$ cat src/rtl/card_mon_pkg.sv
package card_mon_pkg;

  typedef struct packed {
    logic removed;
    logic overcur;
    logic droop;
    logic overtemp;
  } fault_src_t;

endpackage

$ cat src/rtl/cm_presence_debounce.sv
module cm_presence_debounce #(
  parameter int DEB_TICKS = 640
) (
  input  logic clk,
  input  logic rst,
  input  logic tick_i,
  input  logic pres_i,
  output logic card_ok_o
);
  localparam int CW = $clog2(DEB_TICKS + 1);

  logic [CW-1:0] cnt_q;
  logic          ok_q;

  always_ff @(posedge clk) begin
    if (rst || !pres_i) begin
      cnt_q <= '0;
      ok_q  <= 1'b0;
    end else if (!ok_q && tick_i) begin
      if (cnt_q == CW'(DEB_TICKS - 1)) begin
        ok_q  <= 1'b1;
        cnt_q <= '0;
      end else begin
        cnt_q <= cnt_q + 1'b1;
      end
    end
  end

  assign card_ok_o = ok_q;

  // a low presence level clears the confirmed card at the next edge
  p_drop_clears_r3: assert property (@(posedge clk) disable iff (rst)
    !pres_i |=> !ok_q);
  // confirmation only follows a high presence level
  p_confirm_high_r1: assert property (@(posedge clk) disable iff (rst)
    $rose(ok_q) |-> $past(pres_i));
endmodule

$ cat src/rtl/cm_overcurrent_filter.sv
module cm_overcurrent_filter #(
  parameter int OC_TICKS = 128
) (
  input  logic clk,
  input  logic rst,
  input  logic tick_i,
  input  logic ovc_i,
  output logic flt_o
);
  localparam int CW = $clog2(OC_TICKS + 1);

  logic [CW-1:0] cnt_q;

  always_ff @(posedge clk) begin
    if (rst || !ovc_i) begin
      cnt_q <= '0;
    end else if (tick_i && cnt_q != CW'(OC_TICKS)) begin
      cnt_q <= cnt_q + 1'b1;
    end
  end

  assign flt_o = (cnt_q == CW'(OC_TICKS));

  // the filtered fault rises only after a high raw flag
  p_flt_needs_flag_r7: assert property (@(posedge clk) disable iff (rst)
    $rose(flt_o) |-> $past(ovc_i));
endmodule

$ cat src/rtl/cm_fault_supervisor.sv
module cm_fault_supervisor
  import card_mon_pkg::*;
(
  input  logic clk,
  input  logic rst,
  input  logic sess_n_i,
  input  logic card_ok_i,
  input  logic pres_i,
  input  logic ovc_flt_i,
  input  logic droop_i,
  input  logic ovt_i,
  output logic status_o,
  output logic emerg_o,
  output logic por_o
);
  fault_src_t src;
  logic       in_sess;
  logic       present;
  logic       fault_now;
  logic       fault_q;
  logic       droop_q;
  logic       status_q;
  logic       emerg_q;
  logic       por_q;

  assign in_sess      = !sess_n_i;
  assign present      = card_ok_i && pres_i;
  assign src.removed  = !present;
  assign src.overcur  = ovc_flt_i;
  assign src.droop    = droop_i;
  assign src.overtemp = ovt_i;
  assign fault_now    = in_sess && (|src);

  always_ff @(posedge clk) begin
    if (rst) begin
      fault_q  <= 1'b0;
      droop_q  <= 1'b0;
      status_q <= 1'b0;
      emerg_q  <= 1'b0;
      por_q    <= 1'b0;
    end else begin
      droop_q  <= droop_i;
      por_q    <= sess_n_i && droop_i && !droop_q;
      emerg_q  <= fault_now && !fault_q;
      if (sess_n_i)       fault_q <= 1'b0;
      else if (fault_now) fault_q <= 1'b1;
      status_q <= present && !fault_now && !(fault_q && in_sess);
    end
  end

  assign status_o = status_q;
  assign emerg_o  = emerg_q;
  assign por_o    = por_q;

  // while a fault is latched the status output stays low
  p_latched_low_r8: assert property (@(posedge clk) disable iff (rst)
    fault_q |-> !status_q);
  // no reset pulse inside a session
  p_por_outside_r10: assert property (@(posedge clk) disable iff (rst)
    por_q |-> $past(sess_n_i));
endmodule

$ cat src/rtl/card_presence_monitor.sv
module card_presence_monitor #(
  parameter int DEB_TICKS = 640,
  parameter int OC_TICKS  = 128
) (
  input  logic clk,
  input  logic rst,
  input  logic tick_i,
  input  logic pres_i,
  input  logic sess_n_i,
  input  logic ovc_i,
  input  logic droop_i,
  input  logic ovt_i,
  output logic status_o,
  output logic emerg_o,
  output logic por_o
);
  logic card_ok;
  logic ovc_flt;

  cm_presence_debounce #(.DEB_TICKS(DEB_TICKS)) u_deb (
    .clk(clk), .rst(rst), .tick_i(tick_i), .pres_i(pres_i),
    .card_ok_o(card_ok)
  );

  cm_overcurrent_filter #(.OC_TICKS(OC_TICKS)) u_ocf (
    .clk(clk), .rst(rst), .tick_i(tick_i), .ovc_i(ovc_i),
    .flt_o(ovc_flt)
  );

  cm_fault_supervisor u_sup (
    .clk(clk), .rst(rst), .sess_n_i(sess_n_i), .card_ok_i(card_ok),
    .pres_i(pres_i), .ovc_flt_i(ovc_flt), .droop_i(droop_i),
    .ovt_i(ovt_i), .status_o(status_o), .emerg_o(emerg_o), .por_o(por_o)
  );

  // the emergency request is a single-cycle pulse
  p_emerg_single_r8: assert property (@(posedge clk) disable iff (rst)
    emerg_o |=> !emerg_o);
  // an emergency request comes with a low status
  p_emerg_status_r6: assert property (@(posedge clk) disable iff (rst)
    emerg_o |-> !status_o);
  // outputs low right after reset
  p_reset_quiet_r9: assert property (@(posedge clk)
    $past(rst) |-> (!status_o && !emerg_o && !por_o));
endmodule

$ cat config.mk
export PLATFORM = sky130hd
export DESIGN_NAME = card_presence_monitor
export DESIGN_NICKNAME = d
export VERILOG_FILES = /design/src/rtl/card_mon_pkg.sv /design/src/rtl/cm_presence_debounce.sv /design/src/rtl/cm_overcurrent_filter.sv /design/src/rtl/cm_fault_supervisor.sv /design/src/rtl/card_presence_monitor.sv
export SDC_FILE = /design/constraint.sdc
export NUM_CORES = 1
export LEC_CHECK = 0
export ABC_AREA = 1
export BUFFER_PORTS_ARGS = -buffer_cell sky130_fd_sc_hd__buf_4
export CELL_PAD_IN_SITES_DETAIL_PLACEMENT = 0
export CELL_PAD_IN_SITES_GLOBAL_PLACEMENT = 2
export CORE_ASPECT_RATIO = 0.6
export CORE_MARGIN = 4
export CORE_UTILIZATION = 35
export CTS_BUF_LIST = sky130_fd_sc_hd__clkbuf_8 sky130_fd_sc_hd__clkbuf_16
export DETAILED_ROUTE_END_ITERATION = 12
export GPL_ROUTABILITY_DRIVEN = 0
export GPL_TIMING_DRIVEN = 0
export PLACE_DENSITY_LB_ADDON = 0.2
export SETUP_SLACK_MARGIN = 0.05
export SLEW_MARGIN = 20
export SYNTH_ARGS = -nofsm -noshare
export SYNTH_HDL_FRONTEND = slang
export SYNTH_SLANG_ARGS = --single-unit
$ cat constraint.sdc
create_clock -name clk -period 1.9 [get_ports clk]
set_input_delay 0.475 -clock clk [delete_from_list [all_inputs] [get_ports clk]]
set_output_delay 0.475 -clock clk [all_outputs]
set_load 0.01 [all_outputs]
==> Word level (Yosys, flattened, before mapping) <==
Cells that the tools add are included.
{ "totals": {"regBits": 24, "in_bits": 8, "out_inout_bits": 3, "elab_cells": 38} }
{ "classes": {"add_sub_neg": 2, "eq_ne": 3, "mux": 1, "reduce_logical": 24} }
{ "ops": {"columns": ["cell", "n"], "rows": [
  ["10-bit by 1-bit adder with 10-bit output, second input constant", 1],
  ["10-bit equality test, second input constant", 1],
  ["1-bit logical AND", 10],
  ["10-bit 2-to-1 mux", 1],
  ["1-bit logical NOT", 9],
  ["8-bit by 1-bit adder with 8-bit output, second input constant", 1],
  ["8-bit equality test, second input constant", 1],
  ["8-bit != test, second input constant", 1],
  ["4-bit OR reduction", 1],
  ["1-bit logical OR", 2],
  ["2-bit AND reduction", 1],
  ["2-bit OR reduction", 1]
]} }

==> Logic depth before layout (Yosys ltp) <==
Gate-level depths: netlist (run 1).
{ "depth": {"depth_word": 7, "depth_mapped": 8} }

==> Cells and area by module <==
From an unflattened synthesis (run 1), not the netlist that was laid out.
{ "unflattened": {"cells_unflattened": 182, "hier_area_um2": 1262.5} }
{ "by_module_without_submodules": {"columns": ["mod", "n_inst", "cells_each", "area_per_inst_um2"], "rows": [
  ["cm_presence_debounce", 1, 83, 561.8],
  ["cm_overcurrent_filter", 1, 78, 520.5],
  ["cm_fault_supervisor", 1, 21, 180.2]
]} }

==> Worst setup path before layout (run 1) <==
Ideal clock, no wire load.
{ "synth_timing": {"kind": "register to register", "from": "register u_deb.cnt_q[0]", "to": "register u_deb.cnt_q[3]", "t_arrival_ns": 1.025, "setup_slack_ns": 0.759, "path_stages_with_launch": 7, "n_path_buf": 0, "path_cell_list": "dfxtp_1 -> ha_1 -> nand2_1 -> nor2_2 -> nand4_1 -> nand2_1 -> nor2_1"} }
{ "synth_via": {"elab_chain_cells": 2} }
{ "synth_rtl": {"columns": ["item", "line_no", "source"], "rows": [
  ["start, declared", "cm_presence_debounce.sv:12", "logic [CW-1:0] cnt_q;"],
  ["start signal, assigned", "cm_presence_debounce.sv:24", "cnt_q <= cnt_q + 1'b1;"],
  ["10-bit by 1-bit adder with 10-bit output / 10-bit equality test (equally long branches)", "cm_presence_debounce.sv:24, cm_presence_debounce.sv:20", null],
  ["10-bit 2-to-1 mux (*)", "cm_presence_debounce.sv:20", "if (cnt_q == CW'(DEB_TICKS - 1)) begin"]
]} }
Mark *: on every way between the ends. The rest lies on a longest branch, timed or not.
A chain may end at the register's enable or synchronous reset.

==> Worst setup path after layout (run 1) <==
Same ends and word-level chain as after synthesis.

==> summary.txt, run 1 <==
Drt
  – DR WL/cell: roughly 11 um
  – Via count: 1065
  – # DRC: 0
  – Pre-antenna DRT Iters: 4
  – Iter 0 DRT Violations: approximately 50
  – DR vias/cell: roughly 4.7
  – Routed WL: 2.60 mm
  – Remaining antenna violation count after routing: 0

Power
  – LEAKAGE: 0.550 nW
  – Peak VDD IR: 0.249 mV
  – PwrDens: ~670 nW/um^2
  – Total power draw: 924 uW

Final layout
  – Share of post-route cells with drive strength above 1: 0.169
  – Post-layout net count: about 200
  – Cell area after layout: roughly 1400 um^2
  – ANT cells: 0
  – P&R area growth vs syn: 15.6%
  – Fill count: 343

Yosys
  – Yosys reg bits: 24
  – Post-Syn Area per Cell: 7.06 um^2
  – Post-synthesis sequential area ratio: 0.403
  – Syn Std Cell Area: 1190 um^2
  – Ys Warns: 0
  – Post-Syn Nets: 180
  – Post-synth top flop: dfxtp_1
  – Async SR Flop Fraction: 0
  – Unique masters post-synth: 24
  – Synth Instances: 169
  – EDFF count, synth: 0

Clock network
  – Worst skew pair latency: 0.27 ns
  – Hold_buf cts: 0
  – CTS buffer count: 3
  – Resize count post-CTS: 0
  – CTS tree: done
  – Clock Sinks: 24
  – Htree depth: 1
  – CTS Buffer Depth: 2
  – Setup bufs post-CTS: 0
  – Clock Tree Root: clkbuf_8
  – Clock transition at path regs: 0.09 ns

Hold path
  – HP Class: in2reg

Floorplan
  – Total core area: between 3000 and 4000 um^2
  – Io pins: 11
  – Die area: 4440 um^2
  – Initial Utilization: 0.366
  – # rows: 16
  – Die W: approximately 83 um
  – Die H: 53.2 um

STA
  – Clock skew: 0.00548 ns
  – TNS Setup: 0 ns
  – RSZ-0062 raised after global routing: no
  – Hold Vio Cnt, Final: 0
  – Max_slew headroom: 0.797
  – # setup viols final: 0
  – Slew @ Worst Pin: roughly 0.30 ns
  – Final worst path period share: 0.726
  – Pins Over Slew Limit: 0
  – Fmax: 0.725 GHz
  – Tmin final: 1.38 ns

Place
  – Area after DPL: 1330 um^2
  – PortBufs: 10
  – Post-DP HPWL: 2.06 mm

GRT
  – Overflow after GRT: 0
  – Global-route wire length before repair: 4.59 mm
  – Vias in the first global route: 970
  – Pin count of the biggest net entering global routing: 14
  – Initial antenna violation count: 0
  – GRT Util Overall: 0.136

Critical path
  – Crit start category: flop
  – Worst-path maximum fanout: 4
  – Critical Path Sink Type: flop
  – Critical path class: reg2reg
  – CP required: 2.06 ns
  – Crit path DAT: approximately 1.5 ns

Status
  – Status: finished, final reports clean

Flow run
  – Maxcap violations: 0
[worst max-delay path, stage by stage, from the launching register on]
cell and delay (ns):
dfxtp_1 0.38, ha_1 0.20, nand2_1 0.08, nor2_2 0.17
nand4_1 0.19, nand2_1 0.20, nor2_1 0.07
[layout by cell type (no fill, tap or decap), types with 4 or more instances in the layout]
cell type | synthesis | routed
inv_1 | 19 | 19
dfxtp_1 | 24 | 24
a21oi_1 | 12 | 12
nor2_1 | 22 | 22
nand2_1 | 41 | 41
buf_4 | 0 | 10
clkbuf_8 | 0 | 4
nor2_2 | 5 | 5
nand3_1 | 9 | 9
nand4_1 | 8 | 8
[final timing paths]
check                           cells past startpoint             end  slack (ns)      startpoint
worst min-delay path                                2   u_sup.fault_q        0.38             rst
worst max-delay path                                6  u_deb.cnt_q[3]        0.52  u_deb.cnt_q[0]
worst min register to register                      1     u_sup.por_o        0.40   u_sup.droop_q
worst max register to register                      6  u_deb.cnt_q[3]        0.52  u_deb.cnt_q[0]
[synthesized netlist by cell type (2+ instances only)]
master / instances / area share
nand2_1: 41 / 0.13
inv_2: 3 / 0.0094
nand3_1: 9 / 0.038
xor2_1: 3 / 0.022
nand4_1: 8 / 0.042
nor2_1: 22 / 0.069
ha_1: 3 / 0.031
clkinv_1: 2 / 0.0063
nand2_2: 3 / 0.016
dfxtp_1: 24 / 0.40
nor2_2: 5 / 0.026
inv_1: 19 / 0.060
xnor2_1: 2 / 0.015
nand3_2: 2 / 0.017
o21ai_1: 3 / 0.013
a21oi_1: 12 / 0.050
[per-stage QoR]
stage               hold slack (ns)   util  cells  setup slack [ns]
finish                        0.375  0.423    228             0.520
CTS                           0.366  0.423    228             0.503
global placement              0.386  0.406    224             0.534
global route                  0.375  0.423    228             0.341
floorplan                     0.373      -    169             0.759
detailed placement            0.387  0.406    224             0.517
[metal layers]
| layer | up-vias | share of wire | global-route usage |
|---|---|---|---|
| met5 | - | 0 | 0 |
| met4 | 0 | 0.0031 | 0.0245 |
| met3 | 3 | 0.062 | 0.0498 |
| met2 | 16 | 0.34 | 0.186 |
| met1 | 476 | 0.59 | 0.199 |
| li1 | 570 | - | - |
[area by class of cell]
class / count / area [um^2] / share of cell area
Clock buffer: 4 / 55.1 / 0.0399
Inverter: 24 / 90.1 / 0.0653
Multi-Input combinational cell: 121 / 623 / 0.451
Sequential cell: 24 / 480 / 0.348
Tap cell: 45 / 56.3 / 0.0408
Timing Repair Buffer: 10 / 75.1 / 0.0544
[registers in the layout, summed over array words and instances, names as in the netlist]
signal           count
u_deb.card_ok_o      1
u_deb.cnt_q         10
u_ocf.cnt_q          8
u_sup.droop_q        1
u_sup.emerg_o        1
u_sup.fault_q        1
u_sup.por_o          1
u_sup.status_o       1
[kinds of logic after synthesis]
kind of cell / count (synthesis) / synth area share
AO/OA/AOI/OAI: 18 / 0.0797
XOR/XNOR: 5 / 0.0367
adder cells (fa/ha/maj): 3 / 0.0314
buffers and inverters: 24 / 0.0755
flip-flops: 24 / 0.403
AND/OR/NAND/NOR: 95 / 0.374
[where the power goes]
| part | switching, mW | internal (mW) | total (mW) |
|---|---|---|---|
| clock network | 0.165 | 0.185 | 0.350 |
| logic | 0.0361 | 0.0236 | 0.0597 |
| registers | 0.00445 | 0.510 | 0.514 |
| total | 0.206 | 0.719 | 0.924 |
No activity file was read; power rests on OpenSTA's default activity.
==> run 2, diff against run 1 <==
--- a/config.mk
+++ b/config.mk
@@ -11,7 +11,7 @@
 export CELL_PAD_IN_SITES_GLOBAL_PLACEMENT = 2
 export CORE_ASPECT_RATIO = 0.6
 export CORE_MARGIN = 4
-export CORE_UTILIZATION = 35
+export CORE_UTILIZATION = 32
 export CTS_BUF_LIST = sky130_fd_sc_hd__clkbuf_8 sky130_fd_sc_hd__clkbuf_16
 export DETAILED_ROUTE_END_ITERATION = 12
 export GPL_ROUTABILITY_DRIVEN = 0
==> constraint.sdc (replaced) <==
create_clock -name clk -period 1.4 [get_ports clk]
set_input_delay 0.35 -clock clk [delete_from_list [all_inputs] [get_ports clk]]
set_output_delay 0.35 -clock clk [all_outputs]
set_load 0.01 [all_outputs]
==> run 2 against run 1 <==
  * Via count rose by 2.3%
  * Clock-buffer cell count fell by 1
  * Critical path depth did not move
  * Global-route usage fell by 1.1 points
  * Sequential power rose by 36%
  * Largest power group unchanged
==> summary.txt, run 2 (synthesis gave the netlist of run 1 again) <==
Power
  – PwrDens: 837 nW/um^2 (was 670 nW/um^2)
  – P_int: 917 uW (was 719 uW)
  – Clock power frac: 0.342 (was 0.379)
  – Flop pwr share: 0.588 (was 0.557)
  – Peak VDD IR: 0.320 mV (was 0.249 mV)
  – Total power draw: 1.19 mW (was 924 uW)
  – Sw Ratio: 0.228 (was 0.222)
  – Comb pwr share: 0.070 (was 0.065)
  – LEAKAGE: 0.543 nW (was 0.550 nW)
  – Net Sw Power: 271 uW (was 206 uW)

Drt
  – DR vias/cell: 4.80 (was 4.67)
  – Iter 0 DRT Violations: 74 (was 51)
  – Routed WL: 2.77 mm (was 2.60 mm)
  – Pre-antenna DRT Iters: 5 (was 4)
  – DR WL/cell: 12.2 um (was 11.4 um)
  – # DRC: 0 (unchanged)
  – Remaining antenna violation count after routing: 0 (unchanged)
  – Via count: 1089 (was 1065)

Place
  – Inst Count DP: 224 (unchanged)
  – PortBufs: 10 (unchanged)
  – Post-DP HPWL: 2.20 mm (was 2.06 mm)

Flow run
  – Maxcap violations: 0 (unchanged)

GRT
  – Global-route wire length before repair: 4.72 mm (was 4.59 mm)
  – Overflow after GRT: 0 (unchanged)
  – Pin count of the biggest net entering global routing: 13 (was 14)
  – Initial antenna violation count: 0 (unchanged)
  – GRT Util Overall: 0.124 (was 0.136)
  – Vias in the first global route: 989 (was 970)

STA
  – # setup viols final: 0 (unchanged)
  – Final hold slack: 0.264 ns (was 0.375 ns)
  – Max_slew headroom: 0.784 (was 0.797)
  – Fmax: 0.794 GHz (was 0.725 GHz)
  – Slew @ Worst Pin: 0.323 ns (was 0.304 ns)
  – Hold Vio Cnt, Final: 0 (unchanged)
  – RSZ-0062 raised after global routing: no (unchanged)
  – Final worst path period share: 0.899 (was 0.726)
  – Tmin final: 1.26 ns (was 1.38 ns)
  – Clock skew: 0.00355 ns (was 0.00548 ns)
  – Pins Over Slew Limit: 0 (unchanged)

Floorplan
  – Die H: 55.3 um (was 53.2 um)
  – Io pins: 11 (unchanged)
  – Initial Utilization: 0.349 (was 0.366)
  – Total core area: 3420 um^2 (was 3260 um^2)
  – # rows: 16 (unchanged)
  – Die W: 86.8 um (was 83.4 um)
  – Die area: 4800 um^2 (was 4440 um^2)

Clock network
  – Worst skew pair latency: 0.26 ns (was 0.27 ns)
  – CTS tree: done (unchanged)
  – Clock Tree Root: clkbuf_8 (unchanged)
  – Clock transition at path regs: 0.08 ns (was 0.09 ns)
  – CTS buffer count: 3 (unchanged)
  – Setup bufs post-CTS: 0 (unchanged)
  – Htree depth: 1 (unchanged)
  – CTS Buffer Depth: 2 (unchanged)
  – Clock Sinks: 24 (unchanged)

Hold path
  – Hold depth: 2 (unchanged)
  – Hold path start: rst (unchanged)
  – Hold Path End: u_sup.fault_q (unchanged)
  – HP Class: in2reg (unchanged)

Final layout
  – Post-layout net count: 195 (unchanged)
  – ANT cells: 0 (unchanged)
  – Share of post-route cells with drive strength above 1: 0.231 (was 0.169)
  – Commonest non-fill, non-tap cell in the layout: nand2_1 (unchanged)
  – Layout Cells excl Fill: 227 (was 228)
  – Most frequent cells in the layout: nand2_1, nor2_1, dfxtp_1, inv_1 (was nand2_1, dfxtp_1, nor2_1, inv_1, a21oi_1)
  – P&R area growth vs syn: 18.9% (was 15.6%)
  – Largest Register: u_deb.cnt_q (unchanged)
  – Largest registers in the final layout: u_deb.cnt_q (10), u_ocf.cnt_q (8) (unchanged)
  – Max FFs per register: 10 (unchanged)

Critical path
  – CP Cell Sequence: ha_4, nand2_2, nor2_4, nand4_1, nand2_2, nor2_1 (was ha_1, nand2_1, nor2_2, nand4_1, nand2_1, nor2_1)
  – Cells on worst reg2reg path: 6 (unchanged)
  – Crit path DAT: 1.42 ns (was 1.54 ns)
  – Max stage delay cell, worst path: dfxtp_4 (was dfxtp_1)
  – Critical R2R Launch: u_deb.cnt_q[0] (unchanged)
  – Largest stage delay, worst path: 0.38 ns (about the same)
  – Buffers & Inverters on Critical Path: 0 (unchanged)
  – Delay-heaviest family, CP: simple AND/OR/NAND/NOR gates (unchanged)
  – Critical Path Sink Type: flop (unchanged)
  – Critical path class: reg2reg (unchanged)
  – Worst r2r dst: u_deb.cnt_q[3] (unchanged)
  – Worst Setup SP: u_deb.cnt_q[0] (unchanged)
  – Crit start category: flop (unchanged)
  – CP required: 1.57 ns (was 2.06 ns)
  – Worst-path maximum fanout: 4 (unchanged)
  – R2R Setup Slk: 0.14 ns (was 0.52 ns)
  – Cell mode on critical path: nand2_2 (was nand2_1)

Status
  – Status: finished, final reports clean (unchanged)
[run 2: worst max-delay path by stage]
| stage | to | slack [ns] | cells after the start |
|---|---|---|---|
| floorplan | u_deb.cnt_q[3] | 0.26 | 6 |
| global placement | u_deb.cnt_q[7] | 0.01 | 6 |
| detailed placement | u_deb.cnt_q[7] | -0.0007 | 6 |
| CTS | u_ocf.cnt_q[7] | 0.06 | 7 |
| global route | u_deb.cnt_q[7] | 0.05 | 6 |
| finish | u_deb.cnt_q[3] | 0.14 | 6 |
[run 2: metrics by stage]
step	worst slack [ns]	util	setup TNS, ns	instance area [um^2]
floorplan	0.259	-	0	1190
global placement	0.0125	0.387	0	1330
detailed placement	-0.000729	0.387	-0.000729	1330
CTS	0.0575	0.402	0	1380
global route	0.0454	0.414	0	1420
finish	0.141	0.414	0	1420
[run 2: timing repair]
item / 4_1_cts / 5_1_grt
hold buffers: 0 / 0
endpoints found under the setup margin: 6 / 15
gates resized for setup: 3 / 14
pin swaps: 2 / 3
endpoints found under the hold margin: 0 / 0
[run 2: routing by layer]
layer / track usage / up-vias / wire, um
met3: 0.0461 / 2 / 199
met1: 0.219 / 487 / 1630
li1: - / 566 / -
met2: 0.130 / 34 / 931
met5: 0 / - / 0
met4: 0.0222 / 0 / 8
[run 2: final cells by class]
class	instances	area, um^2
Fill cell	377	2000
Timing Repair Buffer	10	75.1
Multi-Input combinational cell	121	666
Sequential cell	24	490
Inverter	24	90.1
Clock buffer	3	41.3
Tap cell	45	56.3
[run 2: power by group through the flow]
stage                     clock [mW]  sequential, mW  combinational, mW
final                          0.406           0.698             0.0836
after detailed placement           0           0.715             0.0812
after global placement             0           0.714             0.0803
after CTS                      0.423           0.699             0.0818
after floorplan                    0           0.715             0.0429
after global routing           0.459           0.700             0.0951
==> run 3, diff against run 2 <==
==> constraint.sdc (replaced) <==
create_clock -name clk -period 1.3 [get_ports clk]
set_input_delay 0.325 -clock clk [delete_from_list [all_inputs] [get_ports clk]]
set_output_delay 0.325 -clock clk [all_outputs]
set_load 0.01 [all_outputs]
==> run 3 against run 2 <==
  * First-iteration DRC count rose by 6.8%
  * Global-route usage grew 0.28 points
  * Sequential power increased by 7.9%
  * Clock-buffer cell count stayed put
  * Largest power group unchanged
==> summary.txt, run 3 (synthesis gave the netlist of run 1 again) <==
GRT
  – Overflow after GRT: 0 (unchanged)
  – Global-route wire length before repair: 4.83 mm (was 4.72 mm)
  – Initial antenna violation count: 0 (unchanged)
  – Vias in the first global route: 1032 (was 989)
  – Pin count of the biggest net entering global routing: 13 (unchanged)
  – GRT Util Overall: 0.127 (was 0.124)

STA
  – Final worst slack: 0.0602 ns (was 0.141 ns)
  – Fmax: 0.807 GHz (was 0.794 GHz)
  – # setup viols final: 0 (unchanged)
  – TNS Setup: 0 ns (unchanged)
  – Hold Vio Cnt, Final: 0 (unchanged)
  – Clock skew: 0.00859 ns (was 0.00355 ns)
  – Max_slew headroom: 0.722 (was 0.784)
  – Tmin final: 1.24 ns (was 1.26 ns)
  – Slew @ Worst Pin: 0.416 ns (was 0.323 ns)
  – Final worst path period share: 0.954 (was 0.899)
  – Pins Over Slew Limit: 0 (unchanged)
  – RSZ-0062 raised after global routing: yes (was no)

Final layout
  – Cell area after layout: 1550 um^2 (was 1420 um^2)
  – P&R area growth vs syn: 29.7% (was 18.9%)
  – Fill count: 359 (was 377)
  – Layout Cells excl Fill: 232 (was 227)
  – Max FFs per register: 10 (unchanged)
  – Largest registers in the final layout: u_deb.cnt_q (10), u_ocf.cnt_q (8) (unchanged)
  – ANT cells: 0 (unchanged)
  – Commonest non-fill, non-tap cell in the layout: nand2_1 (unchanged)
  – Most frequent cells in the layout: nand2_1, nor2_1, inv_1, dfxtp_1, buf_4 (was nand2_1, nor2_1, dfxtp_1, inv_1)
  – Share of post-route cells with drive strength above 1: 0.348 (was 0.231)
  – Largest Register: u_deb.cnt_q (unchanged)
  – Post-layout net count: 200 (was 195)

Clock network
  – CTS buffer count: 3 (unchanged)
  – Worst skew pair latency: 0.27 ns (was 0.26 ns)
  – Clock Sinks: 24 (unchanged)
  – Htree depth: 1 (unchanged)
  – Clock transition at path regs: 0.09 ns (was 0.08 ns)
  – Clock Tree Root: clkbuf_8 (unchanged)
  – CTS tree: done (unchanged)
  – CTS Buffer Depth: 2 (unchanged)

Drt
  – Remaining antenna violation count after routing: 0 (unchanged)
  – Via count: 1116 (was 1089)
  – Pre-antenna DRT Iters: 4 (was 5)
  – Iter 0 DRT Violations: 79 (was 74)
  – # DRC: 0 (unchanged)
  – Routed WL: 2.89 mm (was 2.77 mm)
  – DR vias/cell: 4.81 (was 4.80)
  – DR WL/cell: 12.5 um (was 12.2 um)

Floorplan
  – Initial Utilization: 0.349 (unchanged)
  – Io pins: 11 (unchanged)
  – Total core area: 3420 um^2 (unchanged)
  – Die area: 4800 um^2 (unchanged)
  – Die H: 55.3 um (unchanged)
  – Die W: 86.8 um (unchanged)
  – # rows: 16 (unchanged)

Critical path
  – Worst r2r dst: u_ocf.cnt_q[3] (was u_deb.cnt_q[3])
  – CP required: 1.49 ns (was 1.57 ns)
  – Cells on worst reg2reg path: 7 (was 6)
  – Crit path DAT: 1.43 ns (was 1.42 ns)
  – Critical R2R Launch: u_ocf.cnt_q[1] (was u_deb.cnt_q[0])
  – Crit start category: flop (unchanged)
  – R2R Setup Slk: 0.06 ns (was 0.14 ns)
  – Worst setup endpoint: u_ocf.cnt_q[3] (was u_deb.cnt_q[3])
  – Worst-path maximum fanout: 8 (was 4)
  – Worst Setup SP: u_ocf.cnt_q[1] (was u_deb.cnt_q[0])
  – Critical Path Sink Type: flop (unchanged)
  – Critical path class: reg2reg (unchanged)

Power
  – Peak VDD IR: 0.355 mV (was 0.320 mV)
  – PwrDens: 840 nW/um^2 (was 837 nW/um^2)
  – LEAKAGE: 0.601 nW (was 0.543 nW)
  – Total power draw: 1.30 mW (was 1.19 mW)

Status
  – Status: finished, final reports clean (unchanged)

Place
  – PortBufs: 10 (unchanged)
  – Inst Count DP: 224 (unchanged)
  – Place WS: -0.101 ns (was -0.000729 ns)
  – Post-DP HPWL: 2.20 mm (unchanged)
  – Area after DPL: 1330 um^2 (unchanged)

Hold path
  – HP Class: in2reg (unchanged)

Flow run
  – Maxcap violations: 0 (unchanged)
==> run 3: cell count changes in the layout (fill, tap and decap cells not counted), moves of 2 or more <==
| cell | previous run | this run |
|---|---|---|
| a21oi_1 | 10 | 7 |
| a21oi_2 | 2 | 5 |
| buf_4 | 10 | 14 |
| dfxtp_1 | 20 | 17 |
| dfxtp_2 | 2 | 6 |
| ha_4 | 1 | 3 |
| inv_1 | 19 | 17 |
| inv_2 | 3 | 5 |
| nand2_1 | 39 | 32 |
| nand2_2 | 4 | 11 |
| nor2_4 | 2 | 4 |
==> run 3: worst min path at each step <==
stage                  startpoint             to  slack [ns]  cells after the start
floorplan           u_sup.droop_q    u_sup.por_o        0.37                      1
global placement    u_sup.droop_q    u_sup.por_o        0.38                      1
detailed placement  u_sup.droop_q    u_sup.por_o        0.40                      1
CTS                           rst  u_sup.fault_q        0.24                      2
global route                  rst  u_sup.droop_q        0.24                      2
finish                        rst  u_sup.fault_q        0.24                      2
==> run 3: timing repair <==
| item | 4_1_cts | 5_1_grt |
|---|---|---|
| pin swaps | 4 | 24 |
| gates resized for setup | 13 | 28 |
| hold buffers | 0 | 0 |
| endpoints found under the hold margin | 0 | 0 |
| buffers inserted | 4 | 1 |
| endpoints found under the setup margin | 16 | 14 |
==> run 3: report_power, final <==
part           switching [mW]  internal [mW]
combinational          0.0639         0.0488
clock                   0.228          0.207
sequential            0.00775          0.745
==> run 3: critical path, stage by stage, from the launching register on <==
cell     delay, ns
dfxtp_4       0.39
inv_2         0.05
ha_4          0.17
nand2_2       0.07
nor2_2        0.05
nor2_4        0.22
nand2_1       0.08
a21oi_1       0.14
==> run 3: layout make-up <==
type / instances / area (um^2) / area share
repair buffers: 15 / 116 / 0.0752
inverters: 24 / 90.1 / 0.0582
multi-input cells: 121 / 752 / 0.486
clock buffers: 3 / 41.3 / 0.0267
well taps: 45 / 56.3 / 0.0364
flip-flops and latches: 24 / 492 / 0.318
==> run 3: metrics by stage <==
stage          hold WS (ns)   util
2_1_floorplan         0.373      -
3_3_place_gp          0.384  0.387
3_5_place_dp          0.401  0.387
4_1_cts               0.235  0.420
5_1_grt               0.236  0.452
6_report              0.242  0.452
==> run 3: routing by layer <==
| metal | vias up | share of wire | track usage | routed length (um) |
|---|---|---|---|---|
| met5 | - | 0 | 0 | 0 |
| met4 | 0 | 0.0059 | 0.0222 | 17 |
| li1 | 578 | - | - | - |
| met3 | 4 | 0.065 | 0.0461 | 187 |
| met1 | 504 | 0.59 | 0.219 | 1700 |
| met2 | 30 | 0.34 | 0.139 | 986 |
